<file path="src/rtl/spim_pkg.sv">
package spim_pkg;
  localparam int unsigned ADDR_W   = 6;
  localparam int unsigned DATA_W   = 32;
  localparam int unsigned BYTE_W   = 8;
  localparam int unsigned NUM_CS   = 4;
  localparam int unsigned CS_SEL_W = $clog2(NUM_CS);

  localparam logic [ADDR_W-1:0] OFF_RXD  = 6'h00;
  localparam logic [ADDR_W-1:0] OFF_TXD  = 6'h04;
  localparam logic [ADDR_W-1:0] OFF_CTL  = 6'h08;
  localparam logic [ADDR_W-1:0] OFF_BCNT = 6'h20;
  localparam logic [ADDR_W-1:0] OFF_TCNT = 6'h24;
  localparam logic [ADDR_W-1:0] OFF_FSTA = 6'h28;

  localparam int unsigned B_EN     = 0;
  localparam int unsigned B_MASTER = 1;
  localparam int unsigned B_CPHA   = 2;
  localparam int unsigned B_CPOL   = 3;
  localparam int unsigned B_CSAL   = 4;
  localparam int unsigned B_TXRST  = 8;
  localparam int unsigned B_RXRST  = 9;
  localparam int unsigned B_XCH    = 10;
  localparam int unsigned B_CSSEL  = 12;
  localparam int unsigned B_CSMAN  = 16;
  localparam int unsigned B_CSLVL  = 17;
  localparam int unsigned B_TXLVL  = 16;

  typedef struct packed {
    logic                cs_lvl;
    logic                cs_man;
    logic [CS_SEL_W-1:0] cs_sel;
    logic                cs_al;
    logic                cpol;
    logic                cpha;
    logic                master;
    logic                en;
  } ctl_t;
endpackage

</file>
<file path="src/rtl/spim_fifo.sv">
module spim_fifo #(
  parameter int W     = 8,
  parameter int DEPTH = 64
) (
  input  logic           clk,
  input  logic           rst_n,
  input  logic           flush,
  input  logic           push,
  input  logic [W-1:0]   wdata,
  input  logic           pop,
  output logic [W-1:0]   rdata,
  output logic [$clog2(DEPTH):0] count,
  output logic           full,
  output logic           empty
);
  localparam int AW = $clog2(DEPTH);
  localparam int CW = AW + 1;

  logic [W-1:0]  mem [DEPTH];
  logic [AW-1:0] wp_q, wp_n, rp_q, rp_n;
  logic [CW-1:0] cnt_q, cnt_n;
  logic          do_push, do_pop;

  assign full    = (cnt_q == CW'(DEPTH));
  assign empty   = (cnt_q == '0);
  assign do_pop  = pop && !empty;
  assign do_push = push && (!full || do_pop);

  always_comb begin
    wp_n  = wp_q;
    rp_n  = rp_q;
    cnt_n = cnt_q;
    if (flush) begin
      wp_n  = '0;
      rp_n  = '0;
      cnt_n = '0;
    end else begin
      if (do_push) wp_n = wp_q + AW'(1);
      if (do_pop)  rp_n = rp_q + AW'(1);
      cnt_n = cnt_q + CW'(do_push) - CW'(do_pop);
    end
  end

  always_ff @(posedge clk or negedge rst_n) begin
    if (!rst_n) begin
      wp_q  <= '0;
      rp_q  <= '0;
      cnt_q <= '0;
    end else begin
      wp_q  <= wp_n;
      rp_q  <= rp_n;
      cnt_q <= cnt_n;
    end
  end

  always_ff @(posedge clk) begin
    if (do_push && !flush) mem[wp_q] <= wdata;
  end

  assign rdata = mem[rp_q];
  assign count = cnt_q;

  // fill level never passes the depth
  p_fill_bound_r2: assert property (@(posedge clk) disable iff (!rst_n)
    cnt_q <= CW'(DEPTH));
  // a reset request leaves the FIFO empty
  p_flush_empty_r3: assert property (@(posedge clk) disable iff (!rst_n)
    flush |=> (count == '0));
  // a push and a pop in one cycle keep the level
  p_both_sides_r12: assert property (@(posedge clk) disable iff (!rst_n)
    (push && pop && !empty && !full && !flush) |=> $stable(count));
endmodule

</file>
<file path="src/rtl/spim_shift.sv">
module spim_shift
  import spim_pkg::*;
(
  input  logic              clk,
  input  logic              rst_n,
  input  logic              tick,
  input  logic              cpol,
  input  logic              cpha,
  input  logic              load,
  input  logic [BYTE_W-1:0] load_data,
  input  logic              miso,
  output logic              sck,
  output logic              mosi,
  output logic              busy,
  output logic              done,
  output logic [BYTE_W-1:0] rx_data
);
  localparam int EDGE_W = $clog2(2 * BYTE_W);
  localparam logic [EDGE_W-1:0] LAST_EDGE = EDGE_W'(2 * BYTE_W - 1);

  logic              act_q, act_n, sck_q, sck_n, done_q, done_n;
  logic [EDGE_W-1:0] edge_q, edge_n;
  logic [BYTE_W-1:0] tx_q, tx_n, rx_q, rx_n;

  always_comb begin
    act_n  = act_q;
    edge_n = edge_q;
    tx_n   = tx_q;
    rx_n   = rx_q;
    sck_n  = sck_q;
    done_n = 1'b0;
    if (load) begin
      act_n  = 1'b1;
      edge_n = '0;
      tx_n   = load_data;
      sck_n  = cpol;
    end else if (act_q) begin
      if (tick) begin
        sck_n  = ~sck_q;
        edge_n = edge_q + EDGE_W'(1);
        if (edge_q[0] == cpha) rx_n = {rx_q[BYTE_W-2:0], miso};
        else if (edge_q != '0) tx_n = {tx_q[BYTE_W-2:0], 1'b0};
        if (edge_q == LAST_EDGE) begin
          act_n  = 1'b0;
          done_n = 1'b1;
        end
      end
    end else begin
      sck_n = cpol;
    end
  end

  always_ff @(posedge clk or negedge rst_n) begin
    if (!rst_n) begin
      act_q  <= 1'b0;
      edge_q <= '0;
      tx_q   <= '0;
      rx_q   <= '0;
      sck_q  <= 1'b0;
      done_q <= 1'b0;
    end else begin
      act_q  <= act_n;
      edge_q <= edge_n;
      tx_q   <= tx_n;
      rx_q   <= rx_n;
      sck_q  <= sck_n;
      done_q <= done_n;
    end
  end

  assign sck     = sck_q;
  assign mosi    = tx_q[BYTE_W-1];
  assign busy    = act_q;
  assign done    = done_q;
  assign rx_data = rx_q;

  // no SCK movement without a tick while a byte is in flight
  p_sck_hold_r8: assert property (@(posedge clk) disable iff (!rst_n)
    (busy && !tick) |=> $stable(sck));
  // every tick in flight moves SCK
  p_sck_move_r8: assert property (@(posedge clk) disable iff (!rst_n)
    (busy && tick) |=> (sck != $past(sck)));
  // the sequencer never reloads a byte in flight
  p_no_reload_r5: assert property (@(posedge clk) disable iff (!rst_n)
    load |-> !busy);
endmodule

</file>
<file path="src/rtl/spi_burst_master.sv">
module spi_burst_master
  import spim_pkg::*;
#(
  parameter int FIFO_DEPTH = 64,
  parameter int CNT_W      = 24
) (
  input  logic              clk,
  input  logic              rst_n,
  input  logic              sck_tick,
  input  logic              reg_wr,
  input  logic              reg_rd,
  input  logic [ADDR_W-1:0] reg_addr,
  input  logic [DATA_W-1:0] reg_wdata,
  output logic [DATA_W-1:0] reg_rdata,
  output logic              spi_sck,
  output logic              spi_mosi,
  input  logic              spi_miso,
  output logic [NUM_CS-1:0] spi_cs
);
  localparam int FC_W = $clog2(FIFO_DEPTH) + 1;

  logic [1:0] rst_pipe;
  logic       rst_n_i;
  always_ff @(posedge clk or negedge rst_n) begin
    if (!rst_n) rst_pipe <= 2'b00;
    else        rst_pipe <= {rst_pipe[0], 1'b1};
  end
  assign rst_n_i = rst_pipe[1];

  ctl_t             ctl_q, ctl_n;
  logic             xch_q, xch_n;
  logic [CNT_W-1:0] bcnt_q, bcnt_n, tcnt_q, tcnt_n;
  logic [CNT_W-1:0] bleft_q, bleft_n, tleft_q, tleft_n;

  logic wr_ctl, wr_bcnt, wr_tcnt, tx_push, rx_pop, tx_flush, rx_flush;
  logic run, start, byte_go, finish, tx_take, auto_on;
  logic eng_busy, eng_done;
  logic [BYTE_W-1:0] eng_rx, tx_head, rx_head, load_data;
  logic [FC_W-1:0]   tx_cnt, rx_cnt;
  logic tx_full, tx_empty, rx_full, rx_empty;
  logic unused_bits;

  assign wr_ctl   = reg_wr && (reg_addr == OFF_CTL);
  assign wr_bcnt  = reg_wr && (reg_addr == OFF_BCNT);
  assign wr_tcnt  = reg_wr && (reg_addr == OFF_TCNT);
  assign tx_push  = reg_wr && (reg_addr == OFF_TXD);
  assign rx_pop   = reg_rd && (reg_addr == OFF_RXD);
  assign tx_flush = wr_ctl && reg_wdata[B_TXRST];
  assign rx_flush = wr_ctl && reg_wdata[B_RXRST];

  assign run       = ctl_q.en && ctl_q.master;
  assign start     = wr_ctl && reg_wdata[B_XCH] && !xch_q;
  assign byte_go   = xch_q && run && !eng_busy && (bleft_q != '0);
  assign finish    = xch_q && run && !eng_busy && (bleft_q == '0);
  assign tx_take   = byte_go && (tleft_q != '0);
  assign load_data = (tx_take && !tx_empty) ? tx_head : '0;
  assign auto_on   = xch_q && run;

  always_comb begin
    ctl_n   = ctl_q;
    xch_n   = xch_q;
    bcnt_n  = bcnt_q;
    tcnt_n  = tcnt_q;
    bleft_n = bleft_q;
    tleft_n = tleft_q;
    if (wr_ctl) begin
      ctl_n.en     = reg_wdata[B_EN];
      ctl_n.master = reg_wdata[B_MASTER];
      ctl_n.cpha   = reg_wdata[B_CPHA];
      ctl_n.cpol   = reg_wdata[B_CPOL];
      ctl_n.cs_al  = reg_wdata[B_CSAL];
      ctl_n.cs_sel = reg_wdata[B_CSSEL +: CS_SEL_W];
      ctl_n.cs_man = reg_wdata[B_CSMAN];
      ctl_n.cs_lvl = reg_wdata[B_CSLVL];
    end
    if (wr_bcnt) bcnt_n = reg_wdata[CNT_W-1:0];
    if (wr_tcnt) tcnt_n = reg_wdata[CNT_W-1:0];
    if (start) begin
      xch_n   = 1'b1;
      bleft_n = bcnt_q;
      tleft_n = tcnt_q;
    end else if (byte_go) begin
      bleft_n = bleft_q - CNT_W'(1);
      if (tleft_q != '0) tleft_n = tleft_q - CNT_W'(1);
    end else if (finish) begin
      xch_n = 1'b0;
    end
  end

  always_ff @(posedge clk or negedge rst_n_i) begin
    if (!rst_n_i) begin
      ctl_q   <= '0;
      xch_q   <= 1'b0;
      bcnt_q  <= '0;
      tcnt_q  <= '0;
      bleft_q <= '0;
      tleft_q <= '0;
    end else begin
      ctl_q   <= ctl_n;
      xch_q   <= xch_n;
      bcnt_q  <= bcnt_n;
      tcnt_q  <= tcnt_n;
      bleft_q <= bleft_n;
      tleft_q <= tleft_n;
    end
  end

  spim_fifo #(.W(BYTE_W), .DEPTH(FIFO_DEPTH)) u_txq (
    .clk(clk), .rst_n(rst_n_i), .flush(tx_flush), .push(tx_push),
    .wdata(reg_wdata[BYTE_W-1:0]), .pop(tx_take), .rdata(tx_head),
    .count(tx_cnt), .full(tx_full), .empty(tx_empty));

  spim_fifo #(.W(BYTE_W), .DEPTH(FIFO_DEPTH)) u_rxq (
    .clk(clk), .rst_n(rst_n_i), .flush(rx_flush), .push(eng_done),
    .wdata(eng_rx), .pop(rx_pop), .rdata(rx_head),
    .count(rx_cnt), .full(rx_full), .empty(rx_empty));

  spim_shift u_eng (
    .clk(clk), .rst_n(rst_n_i), .tick(sck_tick), .cpol(ctl_q.cpol),
    .cpha(ctl_q.cpha), .load(byte_go), .load_data(load_data),
    .miso(spi_miso), .sck(spi_sck), .mosi(spi_mosi), .busy(eng_busy),
    .done(eng_done), .rx_data(eng_rx));

  for (genvar i = 0; i < NUM_CS; i++) begin : g_cs
    assign spi_cs[i] = (ctl_q.cs_sel != CS_SEL_W'(i)) ? ctl_q.cs_al :
                       ctl_q.cs_man ? ctl_q.cs_lvl :
                       (auto_on ? ~ctl_q.cs_al : ctl_q.cs_al);
  end

  always_comb begin
    reg_rdata = '0;
    unique case (reg_addr)
      OFF_RXD:  reg_rdata[BYTE_W-1:0] = rx_head;
      OFF_CTL: begin
        reg_rdata[B_EN]                  = ctl_q.en;
        reg_rdata[B_MASTER]              = ctl_q.master;
        reg_rdata[B_CPHA]                = ctl_q.cpha;
        reg_rdata[B_CPOL]                = ctl_q.cpol;
        reg_rdata[B_CSAL]                = ctl_q.cs_al;
        reg_rdata[B_XCH]                 = xch_q;
        reg_rdata[B_CSSEL +: CS_SEL_W]   = ctl_q.cs_sel;
        reg_rdata[B_CSMAN]               = ctl_q.cs_man;
        reg_rdata[B_CSLVL]               = ctl_q.cs_lvl;
      end
      OFF_BCNT: reg_rdata[CNT_W-1:0] = bcnt_q;
      OFF_TCNT: reg_rdata[CNT_W-1:0] = tcnt_q;
      OFF_FSTA: begin
        reg_rdata[FC_W-1:0]          = rx_cnt;
        reg_rdata[B_TXLVL +: FC_W]   = tx_cnt;
      end
      default:  reg_rdata = '0;
    endcase
  end

  assign unused_bits = ^{reg_wdata[DATA_W-1:CNT_W], tx_full, rx_full, rx_empty};

  // the exchange bit only drops once the burst counter is spent
  p_xch_done_r4: assert property (@(posedge clk) disable iff (!rst_n_i)
    $fell(xch_q) |-> ($past(bleft_q) == '0));
  // with the engine idle and not allowed to run, it stays idle
  p_stall_r9: assert property (@(posedge clk) disable iff (!rst_n_i)
    (!run && !eng_busy) |=> !eng_busy);
  // at most one chip-select line sits at its active level
  p_cs_single_r10: assert property (@(posedge clk) disable iff (!rst_n_i)
    $onehot0(spi_cs ^ {NUM_CS{ctl_q.cs_al}}));
  // a finished byte appears in the receive FIFO unless software pops
  p_rx_push_r6: assert property (@(posedge clk) disable iff (!rst_n_i)
    (eng_done && !rx_pop && !rx_flush && !rx_full) |=> (rx_cnt == $past(rx_cnt) + FC_W'(1)));
endmodule

</file>
<file path="config.mk">
export PLATFORM = sky130hd
export DESIGN_NAME = spi_burst_master
export DESIGN_NICKNAME = d
export VERILOG_FILES = /design/src/rtl/spim_pkg.sv /design/src/rtl/spim_fifo.sv /design/src/rtl/spim_shift.sv /design/src/rtl/spi_burst_master.sv
export SDC_FILE = /design/constraint.sdc
export NUM_CORES = 1
export LEC_CHECK = 0
export BUFFER_PORTS_ARGS = -buffer_cell sky130_fd_sc_hd__buf_2
export CAP_MARGIN = 20
export CORE_ASPECT_RATIO = 0.6
export CORE_MARGIN = 4
export CORE_UTILIZATION = 46
export CTS_BUF_LIST = sky130_fd_sc_hd__clkbuf_2
export CTS_CLUSTER_SIZE = 16
export DETAILED_ROUTE_END_ITERATION = 16
export GPL_TIMING_DRIVEN = 0
export MAX_ROUTING_LAYER = met4
export PLACE_DENSITY = 0.74
export SLEW_MARGIN = 20
export SYNTH_ARGS = -nofsm -noshare
export SYNTH_HDL_FRONTEND = slang
export SYNTH_SLANG_ARGS = --single-unit
</file>
<file path="constraint.sdc">
create_clock -name clk -period 5.06 [get_ports clk]
set_clock_uncertainty 0.05 [all_clocks]
set_input_delay 0.506 -clock clk [delete_from_list [all_inputs] [get_ports clk]]
set_output_delay 0.506 -clock clk [all_outputs]
set_load 0.05 [all_outputs]
</file>
==> flow_summary.json <==
{
  "seq_power_share_pct": 50.1,
  "post_drt_wl_per_cell_um": 29.32,
  "cp.required_ns": 4.50,
  "grt_overflow_total": 0,
  "grt_max_degree": 67,
  "ant_nets": 0,
  "clk_latency_ns": 1.62,
  "p_comb_share_pct": 24.9,
  "gp_congestion": 1.017,
  "synth_edf_count": 1024,
  "cts-root-buf": "clkbuf_2",
  "fin_ws_ns": 0.02029,
  "die_h_um": 260.1,
  "p_switching_mw": 8.250,
  "end_kind": "output port",
  "htree_num_levels": 5,
  "seq_area_frac_synth_pct": 71.81,
  "synth_cells": 2678,
  "clkPwrFrac_pct": 25.0,
  "wl_mm": 138.7,
  "drt_iter0_drc": 4618,
  "ys_ff_latch": 1193,
  "holdWs_ns": 0.05456,
  "power.density_nw_per_um2": 442.8,
  "critPathArrivalTime_ns": 4.48,
  "final_common_cell": "edfxtp_1",
  "netSwitchingFraction_pct": 33.95,
  "post-route-period-util_pct": 99.60,
  "most-common-layout-cells": "edfxtp_1 (1,024), clkbuf_2 (415), mux4_2 (255), dfrtp_1 (158), nor2_1 (146)",
  "die_area_um2": 111300,
  "dp_hpwl_mm": 92.19,
  "vias": 29200,
  "ys_warn_count": 0,
  "drc": 0,
  "clk_pin_slew_worst_paths_ns": 0.13,
  "io_buffers": 65,
  "grt_pass1_vias": 28430,
  "p_leak_nw": 18.56,
  "layout.area.seq_um2": 35000,
  "max-vdd-ir-drop_uv": 282.6,
  "drive_gt1_share_pct": 31.06,
  "postCtsSetupBuffers": 0,
  "clock_sinks": 1193,
  "synth-main-ff-cell": "edfxtp_1",
  "nets": 3207,
  "tightestPinTransition_ns": 1.192,
  "dr.pass1.iters": 5,
  "syn_avg_cell_area_um2": 18.19,
  "antenna_found_initial": 7,
  "clockBufferDepth": 4,
  "synth_cell_type_count": 80,
  "pin_count": 82,
  "grt.total_usage_pct": 25.64,
  "multi_input_comb_area_um2": 13290,
  "die_x_um": 428.1,
  "max-slew-margin-rel_pct": 20.55,
  "hold_viol_final": 0,
  "hold_class": "primary input to flop",
  "worst_setup_path_start_kind": "flop",
  "start_util_pct": 46.40,
  "core_um2": 105000,
  "cap_violations": 0,
  "numCtsBuffers": 279,
  "final_util_pct": 52.28,
  "syn2layout_area_growth_pct": 12.67,
  "synthArstFlopShare_pct": 14.17,
  "netlist_area_um2": 48710,
  "crit_fanout": 10,
  "internal-power_mw": 16.05,
  "row_count": 92,
  "design_area_um2": 54880,
  "cts_tree": "done",
  "status": "completed",
  "period_minus_slack_ns": 5.040,
  "finalSetupViolations": 0,
  "via_per_inst": 6.174,
  "max_freq_ghz": 0.1984,
  "instances_no_fill": 4730,
  "dpl.cell_count": 4187,
  "place_area_um2": 51510,
  "crit_type": "flop to output port",
  "drv_slew": 0,
  "pre_cts_slack_ns": -0.05607,
  "grt_pass1_wl_mm": 200.1,
  "fillers": 8401
}
==> worst paths after layout <==
check | startpoint | endpoint | slack, ns | depth (start not counted)
max in group asynchronous | rst_pipe[1] | bcnt_q[16] | 3.74 | 2
hold reg to reg | rst_pipe[1] | u_rxq.rp_q[3] | 0.13 | 0
setup reg to reg | bleft_q[2] | u_txq.count[6] | 0.36 | 18
min in group asynchronous | rst_pipe[1] | u_rxq.rp_q[3] | 0.13 | 0
hold / removal | reg_wdata[6] | u_txq.mem[11][6] | 0.05 | 2
setup / recovery | u_rxq.rp_q[1] | reg_rdata[4] | 0.02 | 7
==> power groups by stage <==
stage	logic [mW]	registers, mW	clock network, mW
floorplan	3.33	12.3	0
global placement	5.19	12.7	0
detailed placement	5.70	12.4	0
CTS	5.84	12.2	6.11
global route	6.31	12.2	6.69
finish	6.06	12.2	6.07
==> layer usage <==
metal,vias up,wire length (µm),GRT usage [%]
met3,234,22030,11.14
met5,-,0,-
met2,2097,54370,31.37
met1,15060,59590,38.29
met4,0,2688,7.090
li1,11810,-,-
==> synth_stat cells (all sizes together) (7+ instances only) <==
master | instances | area [µm²]
or4 | 10 | 78.82
o21bai | 7 | 52.55
buf | 80 | 396.6
nor2b | 18 | 112.6
nor4 | 14 | 87.58
dfrtp | 169 | 4229
a22oi | 34 | 255.2
nor2 | 151 | 566.8
xor2 | 26 | 227.7
a221o | 10 | 100.1
nand4 | 14 | 87.58
nor3 | 85 | 425.4
or3 | 19 | 118.9
mux2i | 103 | 1031
o21ai | 62 | 310.3
edfxtp | 1024 | 30750
xnor2 | 28 | 245.2
nand3 | 38 | 190.2
nand2 | 89 | 336.6
a31oi | 9 | 56.30
a211o | 7 | 61.31
nand2b | 8 | 50.05
mux4 | 255 | 5743
clkbuf | 81 | 304.0
inv | 32 | 120.1
and3 | 11 | 68.82
nor3b | 8 | 65.06
o211ai | 9 | 67.56
a21oi | 35 | 186.4
and2 | 10 | 62.56
a221oi | 15 | 131.4
ha | 26 | 325.3
nand3b | 11 | 82.58
mux2 | 90 | 1013
==> layout make-up <==
type                       instances  area share, %
multi-input combinational       1296          24.21
clock buffer                     407          3.712
sequential                      1193          63.77
clock inverter                    52         0.4605
inverter                          35         0.2417
buffer                           159          1.578
antenna                            7        0.03192
timing repair buffer             171          2.777
tap                             1410          3.215
==> logic make-up after synthesis <==
kind of cell | count (synthesis) | synth area share, %
compound gates | 248 | 3.540
xor+xnor | 54 | 0.9710
fa+ha+maj | 28 | 0.7501
buf+inv | 196 | 1.708
flops | 1193 | 71.81
mux | 448 | 15.99
other cells | 2 | 0.01542
simple gates | 509 | 5.217
==> flip-flops by register name, indices dropped and copies added (netlist names), 8 cells and up <==
| name | cells |
|---|---|
| bcnt_q | 24 |
| bleft_q | 24 |
| ctl_q | 9 |
| tcnt_q | 24 |
| tleft_q | 24 |
| u_eng.rx_data | 8 |
| u_eng.tx_q | 8 |
| u_rxq.mem | 512 |
| u_txq.mem | 512 |
==> stage by stage <==
| step | setup TNS, ns | power (mW) |
|---|---|---|
| 2_1_floorplan | 0 | 15.61 |
| 3_3_place_gp | -0.001177 | 17.89 |
| 3_5_place_dp | -0.05607 | 18.08 |
| 4_1_cts | -0.05195 | 24.10 |
| 5_1_grt | -0.07233 | 25.23 |
| 6_report | 0 | 24.30 |
==> worst max-delay path, cell delays in order (launching register included) <==
cell and delay (ns):
dfrtp_1 0.45, buf_2 0.40, clkbuf_4 0.39, mux4_2 0.41, mux4_2 0.51, a22oi_1 0.26
o211ai_1 0.22, buf_4 0.30
==> repair_timing <==
action / 4_1_cts / 5_1_grt
hold buffers: 78 / 0
setup endpoints to repair: 9 / 5
endpoints found under the hold margin: 713 / 0
resized for setup: 92 / 7
Power figures use the tool's default switching activity.
